<file path="src/rtl/cn_pkg.sv">
package cn_pkg;
    typedef enum logic {
        CN_PRIME = 1'b0,
        CN_LIVE  = 1'b1
    } cn_phase_e;

    function automatic logic cn_any(input logic [63:0] vec);
        return |vec;
    endfunction
endpackage

</file>
<file path="src/rtl/cn_reference.sv">
module cn_reference #(
    parameter int unsigned WIDTH = 16
) (
    input  logic             clk,
    input  logic             rst_n,
    input  logic [WIDTH-1:0] pin_i,
    input  logic             rd_i,
    output logic [WIDTH-1:0] snap_o,
    output logic             live_o
);
    import cn_pkg::*;

    typedef struct packed {
        cn_phase_e        phase;
        logic [WIDTH-1:0] snap;
    } ref_t;

    ref_t ref_d, ref_q;

    always_comb begin
        ref_d = ref_q;
        if (ref_q.phase == CN_PRIME) begin
            ref_d.phase = CN_LIVE;
            ref_d.snap  = pin_i;
        end else if (rd_i) begin
            ref_d.snap  = pin_i;
        end
    end

    always_ff @(posedge clk or negedge rst_n) begin
        if (!rst_n) begin
            ref_q.phase <= CN_PRIME;
            ref_q.snap  <= '0;
        end else begin
            ref_q <= ref_d;
        end
    end

    assign snap_o = ref_q.snap;
    assign live_o = (ref_q.phase == CN_LIVE);
endmodule

</file>
<file path="src/rtl/cn_compare.sv">
module cn_compare #(
    parameter int unsigned WIDTH = 16
) (
    input  logic             live_i,
    input  logic [WIDTH-1:0] pin_i,
    input  logic [WIDTH-1:0] snap_i,
    input  logic [WIDTH-1:0] en_i,
    output logic [WIDTH-1:0] diff_o
);
    for (genvar g = 0; g < WIDTH; g++) begin : g_bit
        assign diff_o[g] = live_i & en_i[g] & (pin_i[g] ^ snap_i[g]);
    end
endmodule

</file>
<file path="src/rtl/cn_status.sv">
module cn_status #(
    parameter int unsigned WIDTH = 16
) (
    input  logic             clk,
    input  logic             rst_n,
    input  logic [WIDTH-1:0] diff_i,
    input  logic             rd_i,
    output logic [WIDTH-1:0] status_o,
    output logic [WIDTH-1:0] status_next_o
);
    typedef struct packed {
        logic [WIDTH-1:0] bits;
    } stat_t;

    stat_t stat_d, stat_q;

    for (genvar g = 0; g < WIDTH; g++) begin : g_flag
        always_comb begin
            if (rd_i) begin
                stat_d.bits[g] = 1'b0;
            end else begin
                stat_d.bits[g] = stat_q.bits[g] | diff_i[g];
            end
        end
    end

    always_ff @(posedge clk or negedge rst_n) begin
        if (!rst_n) begin
            stat_q <= '0;
        end else begin
            stat_q <= stat_d;
        end
    end

    assign status_o      = stat_q.bits;
    assign status_next_o = stat_d.bits;
endmodule

</file>
<file path="src/rtl/cn_irq.sv">
module cn_irq #(
    parameter int unsigned WIDTH = 16
) (
    input  logic             clk,
    input  logic             rst_n,
    input  logic             mod_en_i,
    input  logic [WIDTH-1:0] status_next_i,
    input  logic [WIDTH-1:0] diff_i,
    output logic             irq_o,
    output logic             wake_o
);
    typedef struct packed {
        logic req;
    } irq_t;

    irq_t irq_d, irq_q;

    always_comb begin
        irq_d     = irq_q;
        irq_d.req = mod_en_i & (|status_next_i);
    end

    always_ff @(posedge clk or negedge rst_n) begin
        if (!rst_n) begin
            irq_q <= '0;
        end else begin
            irq_q <= irq_d;
        end
    end

    assign irq_o  = irq_q.req;
    assign wake_o = mod_en_i & (|diff_i);
endmodule

</file>
<file path="src/rtl/pin_change_detect.sv">
module pin_change_detect #(
    parameter int unsigned WIDTH = 16
) (
    input  logic             clk,
    input  logic             rst_n,
    input  logic [WIDTH-1:0] pin_i,
    input  logic [WIDTH-1:0] pin_en_i,
    input  logic             mod_en_i,
    input  logic             port_rd_i,
    output logic [WIDTH-1:0] status_o,
    output logic             irq_o,
    output logic             wake_o
);
    logic [WIDTH-1:0] snap_w;
    logic             live_w;
    logic [WIDTH-1:0] diff_w;
    logic [WIDTH-1:0] status_next_w;

    cn_reference #(.WIDTH(WIDTH)) i_reference (
        .clk    (clk),
        .rst_n  (rst_n),
        .pin_i  (pin_i),
        .rd_i   (port_rd_i),
        .snap_o (snap_w),
        .live_o (live_w)
    );

    cn_compare #(.WIDTH(WIDTH)) i_compare (
        .live_i (live_w),
        .pin_i  (pin_i),
        .snap_i (snap_w),
        .en_i   (pin_en_i),
        .diff_o (diff_w)
    );

    cn_status #(.WIDTH(WIDTH)) i_status (
        .clk           (clk),
        .rst_n         (rst_n),
        .diff_i        (diff_w),
        .rd_i          (port_rd_i),
        .status_o      (status_o),
        .status_next_o (status_next_w)
    );

    cn_irq #(.WIDTH(WIDTH)) i_irq (
        .clk           (clk),
        .rst_n         (rst_n),
        .mod_en_i      (mod_en_i),
        .status_next_i (status_next_w),
        .diff_i        (diff_w),
        .irq_o         (irq_o),
        .wake_o        (wake_o)
    );
endmodule

</file>
<file path="config.mk">
export PLATFORM = sky130hd
export DESIGN_NAME = pin_change_detect
export DESIGN_NICKNAME = d
export VERILOG_FILES = /design/src/rtl/cn_pkg.sv /design/src/rtl/cn_reference.sv /design/src/rtl/cn_compare.sv /design/src/rtl/cn_status.sv /design/src/rtl/cn_irq.sv /design/src/rtl/pin_change_detect.sv
export SDC_FILE = /design/constraint.sdc
export NUM_CORES = 1
export LEC_CHECK = 0
export BUFFER_PORTS_ARGS = -buffer_cell sky130_fd_sc_hd__buf_2
export CAP_MARGIN = 10
export CORE_UTILIZATION = 36
export CTS_CLUSTER_SIZE = 8
export DETAILED_ROUTE_END_ITERATION = 10
export HOLD_SLACK_MARGIN = 0.06
export PLACE_DENSITY_LB_ADDON = 0.1
export SLEW_MARGIN = 20
export SYNTH_ARGS = -nofsm -noshare
export SYNTH_HDL_FRONTEND = slang
export SYNTH_SLANG_ARGS = --single-unit
</file>
<file path="constraint.sdc">
create_clock -name clk -period 6.1 [get_ports clk]
set_clock_uncertainty 0.2 [all_clocks]
set_input_delay 0.305 -clock clk [delete_from_list [all_inputs] [get_ports clk]]
set_output_delay 0.305 -clock clk [all_outputs]
set_load 0.005 [all_outputs]
</file>
Yosys cells after proc, flatten, opt, wreduce, memory -nomap -nowiden
Cells that the tools add are included.
{"block": "op_classes", "reduce_logical": 2, "eq_ne": 1, "n_bitwise": 66, "mux": 18}
{"operator": "1-bit AND", "count": 34}
{"operator": "16-bit 2-to-1 mux", "count": 2}
{"operator": "16-bit OR reduction", "count": 2}
{"operator": "1-bit 2-to-1 mux", "count": 16}
{"operator": "1-bit bitwise OR", "count": 16}
{"operator": "1-bit XOR", "count": 16}
{"operator": "2-bit != test, second input constant", "count": 1}
{"block": "totals", "reg_bits": 34, "elab_cells": 91, "out_inout_bits": 18}

Logic depth before layout (Yosys ltp)
Gate-level depths: netlist of the first run.
{"block": "depth", "depth_word": 6, "depth_mapped": 7, "mapped_depth_nobuf": 5}

By module
A second synthesis of the first run with hierarchy kept.
{"block": "hier_totals", "hier_cells": 115, "area_unflattened_um2": 1681.6}
{"mod": "cn_reference", "seq_area_each_um2": 425.4, "cells_each": 37, "n_inst": 1, "area_each_um2": 691.9}
{"mod": "cn_status", "seq_area_each_um2": 400.4, "cells_each": 33, "n_inst": 1, "area_each_um2": 634.4}
{"mod": "cn_compare", "seq_area_each_um2": 0.0, "cells_each": 33, "n_inst": 1, "area_each_um2": 259.0}
{"mod": "cn_irq", "seq_area_each_um2": 25.0, "cells_each": 12, "n_inst": 1, "area_each_um2": 96.3}

Worst setup path after synthesis of the first run
No wires, ideal clock.
{"block": "synth_timing", "path_type": "register to output", "from": "register i_reference.ref_q, in the netlist i_reference.snap_o[10]", "to": "output wake_o", "t_arrival_ps": 1783, "required_ps": 5595, "slack_ps": 3812, "stages_incl_launch_ff": 6, "cell_sequence": "dfrtp_1 > xor2_1 > and3_4 > or4_1 > or3_1 > o31a_1"}
{"block": "synth_between", "elab_chain_cells": 4}
{"item": "start, declared", "line_no": "cn_reference.sv:18", "source": "ref_t ref_d, ref_q;"}
{"item": "start signal, assigned", "line_no": "cn_reference.sv:35", "source": "ref_q <= ref_d;"}
{"item": "1-bit XOR", "line_no": "cn_compare.sv:11", "source": "assign diff_o[g] = live_i & en_i[g] & (pin_i[g] ^ snap_i[g]);"}
{"item": "1-bit AND", "line_no": "cn_compare.sv:11"}
{"item": "16-bit OR reduction", "line_no": "cn_irq.sv:32", "source": "assign wake_o = mod_en_i & (|diff_i);"}
{"item": "1-bit AND", "line_no": "cn_irq.sv:32"}
{"item": "end, declared", "line_no": "pin_change_detect.sv:12", "source": "output logic wake_o"}
Every way passes these cells.

Worst setup path in the final report of the first run
{"block": "layout_timing", "from": "register i_reference.ref_q, in the netlist i_reference.live_o", "to": "output wake_o"}
{"block": "layout_between", "elab_chain_cells": 4, "elab_cells_between_ends": 34}
{"item": "1-bit AND (2 in a row)", "line_no": "cn_compare.sv:11"}
{"item": "16-bit OR reduction (*)", "line_no": "cn_irq.sv:32"}
{"item": "1-bit AND (*)", "line_no": "cn_irq.sv:32"}
Mark *: on every way between the ends. The rest lies on a longest branch, timed or not.

==> results of run 1 <==
-- layout by cell type (no fill, tap or decap) --
| cell type | Yosys | final |
|---|---|---|
| a222oi_1 | 1 | 1 |
| a31oi_1 | 6 | 6 |
| and3_1 | 6 | 6 |
| and3_4 | 2 | 2 |
| buf_2 | 1 | 53 |
| clkbuf_1 | 4 | 1 |
| clkbuf_8 | 0 | 6 |
| clkinv_2 | 0 | 1 |
| conb_1 | 1 | 1 |
| dfrtp_1 | 34 | 34 |
| dlygate4sd3_1 | 0 | 2 |
| inv_1 | 1 | 1 |
| mux2_2 | 16 | 16 |
| nand2_1 | 5 | 5 |
| nand2b_1 | 4 | 4 |
| nand3_1 | 1 | 1 |
| nor2_1 | 19 | 19 |
| nor2b_1 | 1 | 1 |
| nor3_1 | 1 | 1 |
| nor4_1 | 1 | 1 |
| o211ai_1 | 1 | 1 |
| o21a_1 | 1 | 1 |
| o22ai_1 | 1 | 1 |
| o31a_1 | 2 | 2 |
| o31ai_1 | 4 | 4 |
| o41ai_1 | 3 | 3 |
| or3_1 | 1 | 1 |
| or4_1 | 1 | 1 |
| or4b_1 | 1 | 1 |
| xnor2_1 | 4 | 4 |
| xor2_1 | 12 | 12 |
-- path summary, 6_finish.rpt --
check                                      from                     end  slack [ns]  depth (start not counted)
max reg2reg                  i_reference.live_o             i_irq.irq_o        3.77                          4
max                          i_reference.live_o                  wake_o        3.12                          5
min in group asynchronous                 rst_n   i_reference.snap_o[9]        0.42                          2
min reg2reg                i_status.status_o[7]    i_status.status_o[7]        0.31                          2
min                                   pin_i[13]  i_reference.snap_o[13]        0.08                          2
max in group asynchronous                 rst_n    i_status.status_o[2]        4.79                          2
-- cell families after synthesis --
| family | count (synthesis) | synth area share |
|---|---|---|
| buffers and inverters | 6 | 0.0152 |
| AOI/OAI and AO/OA | 19 | 0.0913 |
| other | 1 | 0.00240 |
| muxes | 16 | 0.115 |
| xor gates and xnor gates | 16 | 0.0897 |
| and+or+nand+nor | 43 | 0.142 |
| DFF | 34 | 0.544 |
-- registers in the layout (all words and copies together), names as in the netlist --
register and count:
i_status.status_o 16, i_reference.snap_o 16, i_reference.live_o 1, i_irq.irq_o 1
-- final cells by class --
cell class	count	area, sq um	share of cell area
multi-input combinational	95	688	0.347
tap	50	62.6	0.0316
clock inverter	1	5.00	0.00253
sequential	34	851	0.429
timing repair buffer	55	285	0.144
clock buffer	7	86.3	0.0436
inverter	1	3.75	0.00189
-- power by group --
part           leakage (nW)  internal, mW  total [mW]  switching (mW)
clock network        0.0482        0.0910       0.170          0.0786
logic                 0.515        0.0441      0.0852          0.0411
registers             0.426         0.243       0.256          0.0130
-- critical path, delay by kind of cell, from the launching register on --
family	cells	cell delay (ns)
flops	1	0.61
buf+inv	1	0.14
simple gates	3	1.12
compound gates	1	0.32
-- what timing repair did --
action	4_1_cts	5_1_grt
hold endpoints to repair	35	0
hold buffers	2	0
endpoints found under the setup margin	0	0
-- per-layer routing --
layer	global-route usage	vias up	share of wire	wire length, um
met2	0.277	51	0.48	1730
li1	-	593	-	-
met5	0	-	0	0
met4	0.0781	0	0.018	63
met3	0.0433	8	0.069	247
met1	0.211	614	0.43	1540
-- metrics by stage --
step,setup WS (ns),hold slack [ns],instance area (sq um),power (mW)
after floorplan,3.81,-0.191,1560,0.306
after global routing,3.06,0.0778,1980,0.536
after CTS,3.13,0.0687,1980,0.517
final,3.12,0.0756,1980,0.511
after detailed placement,3.46,0.230,1870,0.345
after global placement,3.48,0.223,1870,0.343
==> results.py, run 1 <==
metrics = {
    "power_and_ir_drop": {
        "leakage_nw": 0.989,
        "power_density_nw_per_um2": 258,
        "ir_drop_mv": 0.106,
    },
    "clocking": {
        "post_cts_resized": 0,
        "cts_buffers": 5,
        "cts_max_level": 2,
        "cts.clk_slew.worst_paths_ns": 0.06,
        "cts_tree": "done",
        "clock_sinks": 34,
        "worstSkewPairLatency_ns": 0.28,
        "clk_path_buf_depth": 2,
        "cts-root-buf": "clkbuf_8",
        "postCtsSetupBuffers": 0,
    },
    "setup_path": {
        "worstPathCellList": "and3_4, or4_1, or3_1, o31a_1, buf_2",
        "crit_fanout": 19,
        "worst-setup-path-type": "reg -> out",
        "cp.required_ns": 5.59,
        "cp_slowest_cell": "dfrtp_1",
        "cpPeakStageDelay_ns": 0.61,
        "critPathArrivalTime_ns": 2.47,
        "startpoint_type": "flip-flop",
        "crit_path_end_kind": "primary output",
    },
    "worst_hold_path": {
        "hp-class": "in -> reg",
    },
    "yosys": {
        "netlist_top_cells_count": "dfrtp_1, nor2_1, mux2_2, xor2_1",
        "ys.flop_type": "dfrtp_1",
        "yosys.cell_count.top_type": "dfrtp_1",
        "syn_area_sq_um": 1560,
        "ys_seq_elements": 34,
        "synth_edf_count": 0,
        "ys_async_sr_fraction": 1.00,
        "synth.largest_area_cell": "dfrtp_1",
        "yosysWarnings": 0,
        "syn_nets": 171,
        "synth.avg_cell_area_sq_um": 11.6,
        "synthCells": 135,
        "yosysTopAreaCellShare": 0.544,
        "synth_cell_types": 28,
        "synthTopCellsByArea": "dfrtp_1, mux2_2, xor2_1",
        "ys_seq_area_frac": 0.544,
    },
    "floorplan": {
        "die-area_sq_um": 4610,
        "fp-row-count": 23,
        "chipHeight_um": 67.9,
        "core_area_sq_um": 4090,
        "boundaryPins": 54,
        "initial_utilization": 0.382,
        "fp.dieW_um": 67.9,
    },
    "global_routing": {
        "grt_pass1_wl_mm": 5.57,
        "grt_usage": 0.170,
        "grt_pass1_vias": 1228,
        "grt_max_degree": 35,
        "grt_antenna_before_repair": 0,
        "grt_remaining_overflow": 0,
    },
    "placed_design": {
        "place.detailed.hpwl_mm": 2.59,
        "numPlacedInstances": 233,
        "place_congestion": 0.701,
        "portBuffers": 53,
    },
    "final_layout": {
        "final_util": 0.485,
        "antennaDiodeCount": 0,
        "syn_to_final_growth_pct": 26.8,
        "post_layout_nonfiller_instances": 243,
        "drive_gt1_frac": 0.404,
        "layout.nets": 228,
        "nFillCells": 413,
    },
    "drt": {
        "drc": 0,
        "firstDrtPassIters": 4,
        "drtIter0Drc": 44,
        "vias": 1266,
        "viasPerCell": 5.21,
        "ant_nets": 0,
        "wl_per_cell_um": 14.7,
        "drt_wl_total_mm": 3.57,
    },
    "sta": {
        "fmax_mhz": 336,
        "rsz0062_at_grt": "false",
        "tns_ns": 0,
        "slew_headroom": 0.495,
        "fin_crit_sh": 0.488,
        "max_slew.worst_pin.slew_ns": 0.757,
        "hold_violations": 0,
        "slew_violations": 0,
        "period_needed_ns": 2.98,
        "setup_violations": 0,
    },
    "run_status": {
        "status": "completed",
    },
    "job": {
        "drv_cap": 0,
    },
}
(Power assumes the default switching activity.)
==> inputs of run 2 (changes only) <==
--- a/config.mk
+++ b/config.mk
@@ -5,6 +5,7 @@
 export SDC_FILE = /design/constraint.sdc
 export NUM_CORES = 1
 export LEC_CHECK = 0
+export ABC_AREA = 1
 export BUFFER_PORTS_ARGS = -buffer_cell sky130_fd_sc_hd__buf_2
 export CAP_MARGIN = 10
 export CORE_UTILIZATION = 36
==> constraint.sdc (replaced) <==
create_clock -name clk -period 2.7 [get_ports clk]
set_clock_uncertainty 0.2 [all_clocks]
set_input_delay 0.135 -clock clk [delete_from_list [all_inputs] [get_ports clk]]
set_output_delay 0.135 -clock clk [all_outputs]
set_load 0.005 [all_outputs]
==> run 2 against run 1 <==
  * Total power grew 130%
  * Synthesized area grew 22%
  * Clock-buffer cell count unchanged
  * Critical endpoint unchanged
  * Largest cell class unchanged
==> results.py, run 2 <==
metrics = {
    "yosys": {
        "synthTopCellsByArea": "dfrtp_1, nand2_1, inv_1",
        "synth_cell_types": 20,
        "synth_edf_count": 0,
        "syn_area_sq_um": 1900,
        "ys_async_sr_fraction": 1.00,
        "yosys.cell_count.top_type": "nand2_1",
        "ys_seq_area_frac": 0.448,
        "syn_nets": 299,
        "synth.largest_area_cell": "dfrtp_1",
        "ys.flop_type": "dfrtp_1",
        "synth.avg_cell_area_sq_um": 7.23,
        "yosysTopAreaCellShare": 0.448,
        "synthCells": 263,
        "netlist_top_cells_count": "nand2_1, inv_1, dfrtp_1, nor2_1, o21ai_0",
        "yosysWarnings": 0,
        "ys_seq_elements": 34,
    },
    "clocking": {
        "worstSkewPairLatency_ns": 0.28,
        "clk_path_buf_depth": 2,
        "cts.clk_slew.worst_paths_ns": 0.07,
        "cts-root-buf": "clkbuf_8",
        "cts_max_level": 2,
        "cts_buffers": 5,
        "cts_tree": "done",
        "post_cts_resized": 0,
        "clock_sinks": 34,
        "postCtsSetupBuffers": 0,
    },
    "sta": {
        "hold_violations": 0,
        "fin_crit_sh": 0.793,
        "rsz0062_at_grt": "false",
        "max_slew.worst_pin.slew_ns": 0.793,
        "period_needed_ns": 2.14,
        "setup_slack_ns": 0.560,
        "tns_ns": 0,
        "slew_headroom": 0.472,
        "slew_violations": 0,
        "setup_violations": 0,
        "fmax_mhz": 467,
    },
    "setup_path": {
        "worstPathCellList": "buf_4, nand2_1, nand3b_1, nand2_1, nor2_1, a31oi_1, buf_2",
        "cp_slowest_cell": "dfrtp_1",
        "reg2reg_slack_ns": 0.96,
        "worstReg2RegEnd": "i_irq.irq_o",
        "cp.required_ns": 2.37,
        "worst-setup-path-type": "reg -> out",
        "crit_fanout": 12,
        "reg2regPathDepth": 11,
        "crit_buf_inv": 2,
        "startpoint_type": "flip-flop",
        "critPathArrivalTime_ns": 1.81,
        "cpPeakStageDelay_ns": 0.57,
        "crit_path_end_kind": "primary output",
        "cp_top_family": "flip-flops",
        "r2r-start": "i_reference.live_o",
        "cp_common_cell": "nand2_1",
    },
    "drt": {
        "vias": 1688,
        "viasPerCell": 4.13,
        "drtIter0Drc": 89,
        "ant_nets": 0,
        "drt_wl_total_mm": 4.22,
        "firstDrtPassIters": 4,
        "wl_per_cell_um": 10.3,
        "drc": 0,
    },
    "global_routing": {
        "grt.met1_usage": 0.199,
        "grt_usage": 0.169,
        "grt_remaining_overflow": 0,
        "top_usage_layer": "met2",
        "grt_antenna_before_repair": 0,
        "grt_pass1_vias": 1649,
        "met2_usage": 0.294,
        "grt_max_degree": 35,
        "grt_pass1_wl_mm": 6.91,
        "met3_usage": 0.0402,
    },
    "worst_hold_path": {
        "min-delay-start": "pin_en_i[11]",
        "hp-class": "in -> reg",
        "hold_depth": 7,
        "min_to": "i_status.status_o[11]",
    },
    "power_and_ir_drop": {
        "switching_share": 0.281,
        "pwr-share-clk": 0.330,
        "ir_drop_mv": 0.235,
        "p_int_uw": 858,
        "p_sw_uw": 335,
        "pwr-share-comb": 0.192,
        "leakage_nw": 1.61,
        "power_density_nw_per_um2": 481,
        "p_seq_frac": 0.477,
    },
    "floorplan": {
        "fp-row-count": 26,
        "core_area_sq_um": 5110,
        "die-area_sq_um": 5570,
        "fp.dieW_um": 74.7,
        "chipHeight_um": 74.7,
        "initial_utilization": 0.372,
        "boundaryPins": 54,
    },
    "final_layout": {
        "drive_gt1_frac": 0.212,
        "layout.nets": 374,
        "final_cell_area_sq_um": 2480,
        "nFillCells": 550,
        "antennaDiodeCount": 0,
        "final_common_cell": "nand2_1",
        "final_cell_mix": "nand2_1, inv_1, buf_2",
        "syn_to_final_growth_pct": 30.6,
    },
    "run_status": {
        "status": "completed",
    },
    "placed_design": {
        "place.detailed.hpwl_mm": 3.09,
        "place_area_sq_um": 2210,
        "portBuffers": 53,
        "place_congestion": 0.795,
        "place_ws_ns": 0.844,
    },
    "job": {
        "drv_cap": 0,
    },
}
run 2: changes by cell type after synthesis, sizes merged, moves of 4 or more:
cell	delta
nand2b	-4
nand3b	+10
o31ai	-4
inv	+61
mux2	-15
nand3	+4
xor2	-12
a31oi	-5
nand2	+107
o21ai	+13
xnor2	-4
and3	-8
nor2	-4
run 2: what timing repair did:
item	4_1_cts	5_1_grt
hold buffers	18	0
hold endpoints to repair	53	0
setup endpoints to repair	0	0
run 2: how the worst max path moves through the flow:
stage	start	end	slack, ns	cells after the start
floorplan	i_reference.live_o	i_reference.snap_o[4]	1.18	5
global placement	i_reference.live_o	wake_o	0.93	7
detailed placement	i_reference.live_o	wake_o	0.84	7
CTS	i_reference.live_o	wake_o	0.52	7
global route	i_reference.live_o	wake_o	0.39	7
finish	i_reference.live_o	wake_o	0.56	7
run 2: worst reg2reg max path, cell delays in order, from the launching register on:
cell	delay (ns)
dfrtp_1	0.52
buf_4	0.24
nand2_1	0.06
inv_1	0.03
nand3_1	0.09
nand2_1	0.06
nand2_1	0.08
nand2_1	0.05
nor2_1	0.10
nand2_1	0.06
nor2_1	0.09
nor2_1	0.04
run 2: final cells by class:
class	count	area (sq um)	share of cell area
Clock buffer	7	86.3	0.0348
Clock inverter	1	5.00	0.00202
Inverter	63	236	0.0953
Multi-Input combinational cell	160	748	0.301
Sequential cell	34	851	0.343
Tap cell	70	87.6	0.0353
Timing Repair Buffer	74	468	0.189
run 2: power by group through the flow:
stage | sequential (mW) | combinational (mW) | clock, mW
global placement | 0.579 | 0.213 | 0
finish | 0.569 | 0.229 | 0.394
detailed placement | 0.579 | 0.214 | 0
floorplan | 0.575 | 0.133 | 0
global route | 0.575 | 0.268 | 0.428
CTS | 0.570 | 0.235 | 0.411
run 2: kinds of logic (layout without fill, tap and decap cells):
kind of cell,after synthesis,count (layout),synth area share
simple gates,144,144,0.348
other cells,1,1,0.00197
compound gates,14,14,0.0375
buf+inv,69,145,0.159
mux,1,1,0.00592
flops,34,34,0.448
run 2: through the flow:
stage	total power [mW]	cells	hold WS, ns	utilization
global placement	0.792	383	0.0699	0.433
CTS	1.22	409	0.0675	0.486
finish	1.19	409	0.0751	0.486
global route	1.27	409	0.106	0.486
floorplan	0.709	263	-0.361	-
detailed placement	0.794	383	0.0765	0.433
run 2: per-layer routing:
metal	routed length [um]	vias to the layer above
met3	186	7
met4	65	0
met1	1970	738
met5	0	-
li1	-	910
met2	2000	33
==> inputs of run 3 (changes only) <==
--- a/config.mk
+++ b/config.mk
@@ -5,7 +5,7 @@
 export SDC_FILE = /design/constraint.sdc
 export NUM_CORES = 1
 export LEC_CHECK = 0
-export ABC_AREA = 1
+export ABC_AREA = 0
 export BUFFER_PORTS_ARGS = -buffer_cell sky130_fd_sc_hd__buf_2
 export CAP_MARGIN = 10
 export CORE_UTILIZATION = 36
==> constraint.sdc (replaced) <==
create_clock -name clk -period 1.91 [get_ports clk]
set_clock_uncertainty 0.2 [all_clocks]
set_input_delay 0.0955 -clock clk [delete_from_list [all_inputs] [get_ports clk]]
set_output_delay 0.0955 -clock clk [all_outputs]
set_load 0.005 [all_outputs]
==> run 3 against run 2 <==
  * The flow now finishes with violations (hold timing, setup timing)
  * Global-route usage up 2.5 points
  * Die area is 17% lower
  * Register-to-register slack got worse by 1.1 ns
  * Sequential power grew 43%
  * Critical endpoint unchanged
  * First-iteration DRC count is 31% lower
  * Utilization up 9.7 points
==> results.py, run 3 (synthesized netlist as in run 1, its figures left out) <==
metrics = {
    "run_status": {
        "status": "finished with violations",
        "violations": "hold timing, setup timing",
    },
    "floorplan": {
        "core_area_sq_um": 4090,
        "die-area_sq_um": 4610,
        "boundaryPins": 54,
        "fp-row-count": 23,
        "initial_utilization": 0.382,
        "chipHeight_um": 67.9,
        "fp.dieW_um": 67.9,
    },
    "final_layout": {
        "final_cell_area_sq_um": 2380,
        "final_common_cell": "buf_2",
        "final_cell_mix": "buf_2, dfrtp_1, dlygate4sd3_1",
        "syn_to_final_growth_pct": 52.4,
        "post_layout_nonfiller_instances": 281,
        "layout.nets": 266,
        "drive_gt1_frac": 0.398,
        "antennaDiodeCount": 0,
    },
    "global_routing": {
        "grt_antenna_before_repair": 0,
        "grt_max_degree": 35,
        "grt_remaining_overflow": 0,
        "grt_usage": 0.195,
        "grt_pass1_vias": 1390,
        "grt_pass1_wl_mm": 6.38,
    },
    "power_and_ir_drop": {
        "ir_drop_mv": 0.353,
        "p_sw_uw": 444,
        "p_int_mw": 1.27,
        "pwr-share-comb": 0.211,
        "switching_share": 0.259,
        "leakage_nw": 1.18,
        "power_density_nw_per_um2": 721,
        "pwr-share-clk": 0.316,
        "p_seq_frac": 0.474,
    },
    "worst_hold_path": {
        "hp-class": "in -> reg",
        "min_to": "i_status.status_o[4]",
        "hold_depth": 3,
        "min-delay-start": "pin_en_i[4]",
    },
    "sta": {
        "fmax_mhz": 397,
        "setup_violations": 2,
        "max_slew.worst_pin.slew_ns": 0.791,
        "slew_violations": 0,
        "setup_slack_ns": -0.607,
        "hold_violations": 1,
        "hold-worst-slack_ns": -0.0768,
        "period_needed_ns": 2.52,
        "fin_crit_sh": 1.32,
        "slew_headroom": 0.472,
        "rsz0062_at_grt": "true",
    },
    "drt": {
        "drt_wl_total_mm": 4.07,
        "firstDrtPassIters": 4,
        "ant_nets": 0,
        "wl_met1_mm": 1.77,
        "routed-wl-met3_um": 181,
        "drtIter0Drc": 61,
        "drc": 0,
        "wl_met2_mm": 2.08,
        "highest_layer": "met4",
        "vias": 1372,
        "wl_per_cell_um": 14.5,
        "viasPerCell": 4.88,
    },
    "clocking": {
        "cts.clk_slew.worst_paths_ns": 0.07,
        "postCtsSetupBuffers": 0,
        "worstSkewPairLatency_ns": 0.28,
        "cts_buffers": 5,
        "cts_max_level": 2,
        "cts_tree": "done",
        "clk_path_buf_depth": 2,
        "cts_hold_buffers": 31,
        "cts-root-buf": "clkbuf_8",
        "clock_sinks": 34,
    },
    "setup_path": {
        "cp.required_ns": 1.61,
        "worstPathCellList": "xor2_1, and3_1, or4_1, or3_1, o31a_1, buf_2",
        "startpoint_type": "flip-flop",
        "path_depth": 6,
        "reg2reg_slack_ns": -0.15,
        "r2r-start": "i_reference.snap_o[6]",
        "critPathArrivalTime_ns": 2.22,
        "crit_fanout": 2,
        "crit_path_end_kind": "primary output",
        "crit_buf_inv": 1,
        "cpPeakStageDelay_ns": 0.50,
        "worstReg2RegEnd": "i_irq.irq_o",
        "cp_top_family": "simple AND/OR/NAND/NOR gates",
        "worst-setup-path-type": "reg -> out",
        "cp_slowest_cell": "or4_1",
        "reg2regPathDepth": 5,
    },
    "placed_design": {
        "numPlacedInstances": 242,
        "portBuffers": 53,
        "place.detailed.hpwl_mm": 2.74,
        "place_congestion": 0.751,
        "place_area_sq_um": 1940,
    },
    "job": {
        "drv_cap": 0,
    },
}
==> run 3: cell types whose count changed in the layout (fill, tap and decap cells not counted), moves of 12 or more <==
cell	previous run	this run
dlygate4sd3_1	18	31
inv_1	62	1
mux2_2	1	16
nand2_1	110	5
o21ai_0	13	0
xor2_1	0	12
==> run 3: layout make-up <==
class | instances | area [sq um]
clock buffers | 7 | 86.3
clock inverters | 1 | 5.00
fillers | 372 | 1710
inverters | 1 | 3.75
multi-input cells | 95 | 726
flip-flops and latches | 34 | 851
well taps | 50 | 62.6
repair buffers | 93 | 647
==> run 3: worst max path at each step <==
stage / startpoint / to / slack, ns
floorplan: i_reference.snap_o[10] / wake_o / -0.11
global placement: i_reference.snap_o[10] / wake_o / -0.31
detailed placement: i_reference.snap_o[10] / wake_o / -0.33
CTS: i_reference.snap_o[10] / wake_o / -0.62
global route: i_reference.snap_o[11] / wake_o / -0.69
finish: i_reference.snap_o[11] / wake_o / -0.61
==> run 3: power by group through the flow <==
stage          Combinational, mW  Clock [mW]  Sequential, mW
2_1_floorplan              0.157           0           0.821
3_3_place_gp               0.286           0           0.822
3_5_place_dp               0.293           0           0.826
4_1_cts                    0.350       0.559           0.813
5_1_grt                    0.402       0.599           0.821
6_report                   0.362       0.542           0.814
==> run 3: through the flow <==
step | total power, mW | setup TNS, ns | hold WS (ns) | utilization | setup slack, ns
4_1_cts | 1.72 | -0.769 | -0.0837 | 0.574 | -0.624
2_1_floorplan | 0.978 | -0.188 | -0.400 | - | -0.110
5_1_grt | 1.82 | -0.901 | -0.0566 | 0.583 | -0.686
3_5_place_dp | 1.12 | -0.579 | 0.0202 | 0.474 | -0.325
6_report | 1.72 | -0.755 | -0.0768 | 0.583 | -0.607
3_3_place_gp | 1.11 | -0.515 | 0.0113 | 0.474 | -0.305
==> run 3: repair_timing <==
action	4_1_cts	5_1_grt
endpoints found under the setup margin	2	6
hold endpoints to repair	66	1
pin swaps	5	2
resized for setup	1	6
==> run 3: per-layer routing <==
metal  track usage  vias to the layer above
li1              -                      668
met1         0.244                      659
met2         0.317                       39
met3        0.0600                        6
met4        0.0677                        0
met5             0                        -
==> run 3: worst register-to-register path, stage by stage (launching register included) <==
cell and delay, ns:
dfrtp_1 0.39, xor2_1 0.16, and3_4 0.18, o41ai_4 0.29
or4b_4 0.49, o31a_1 0.24
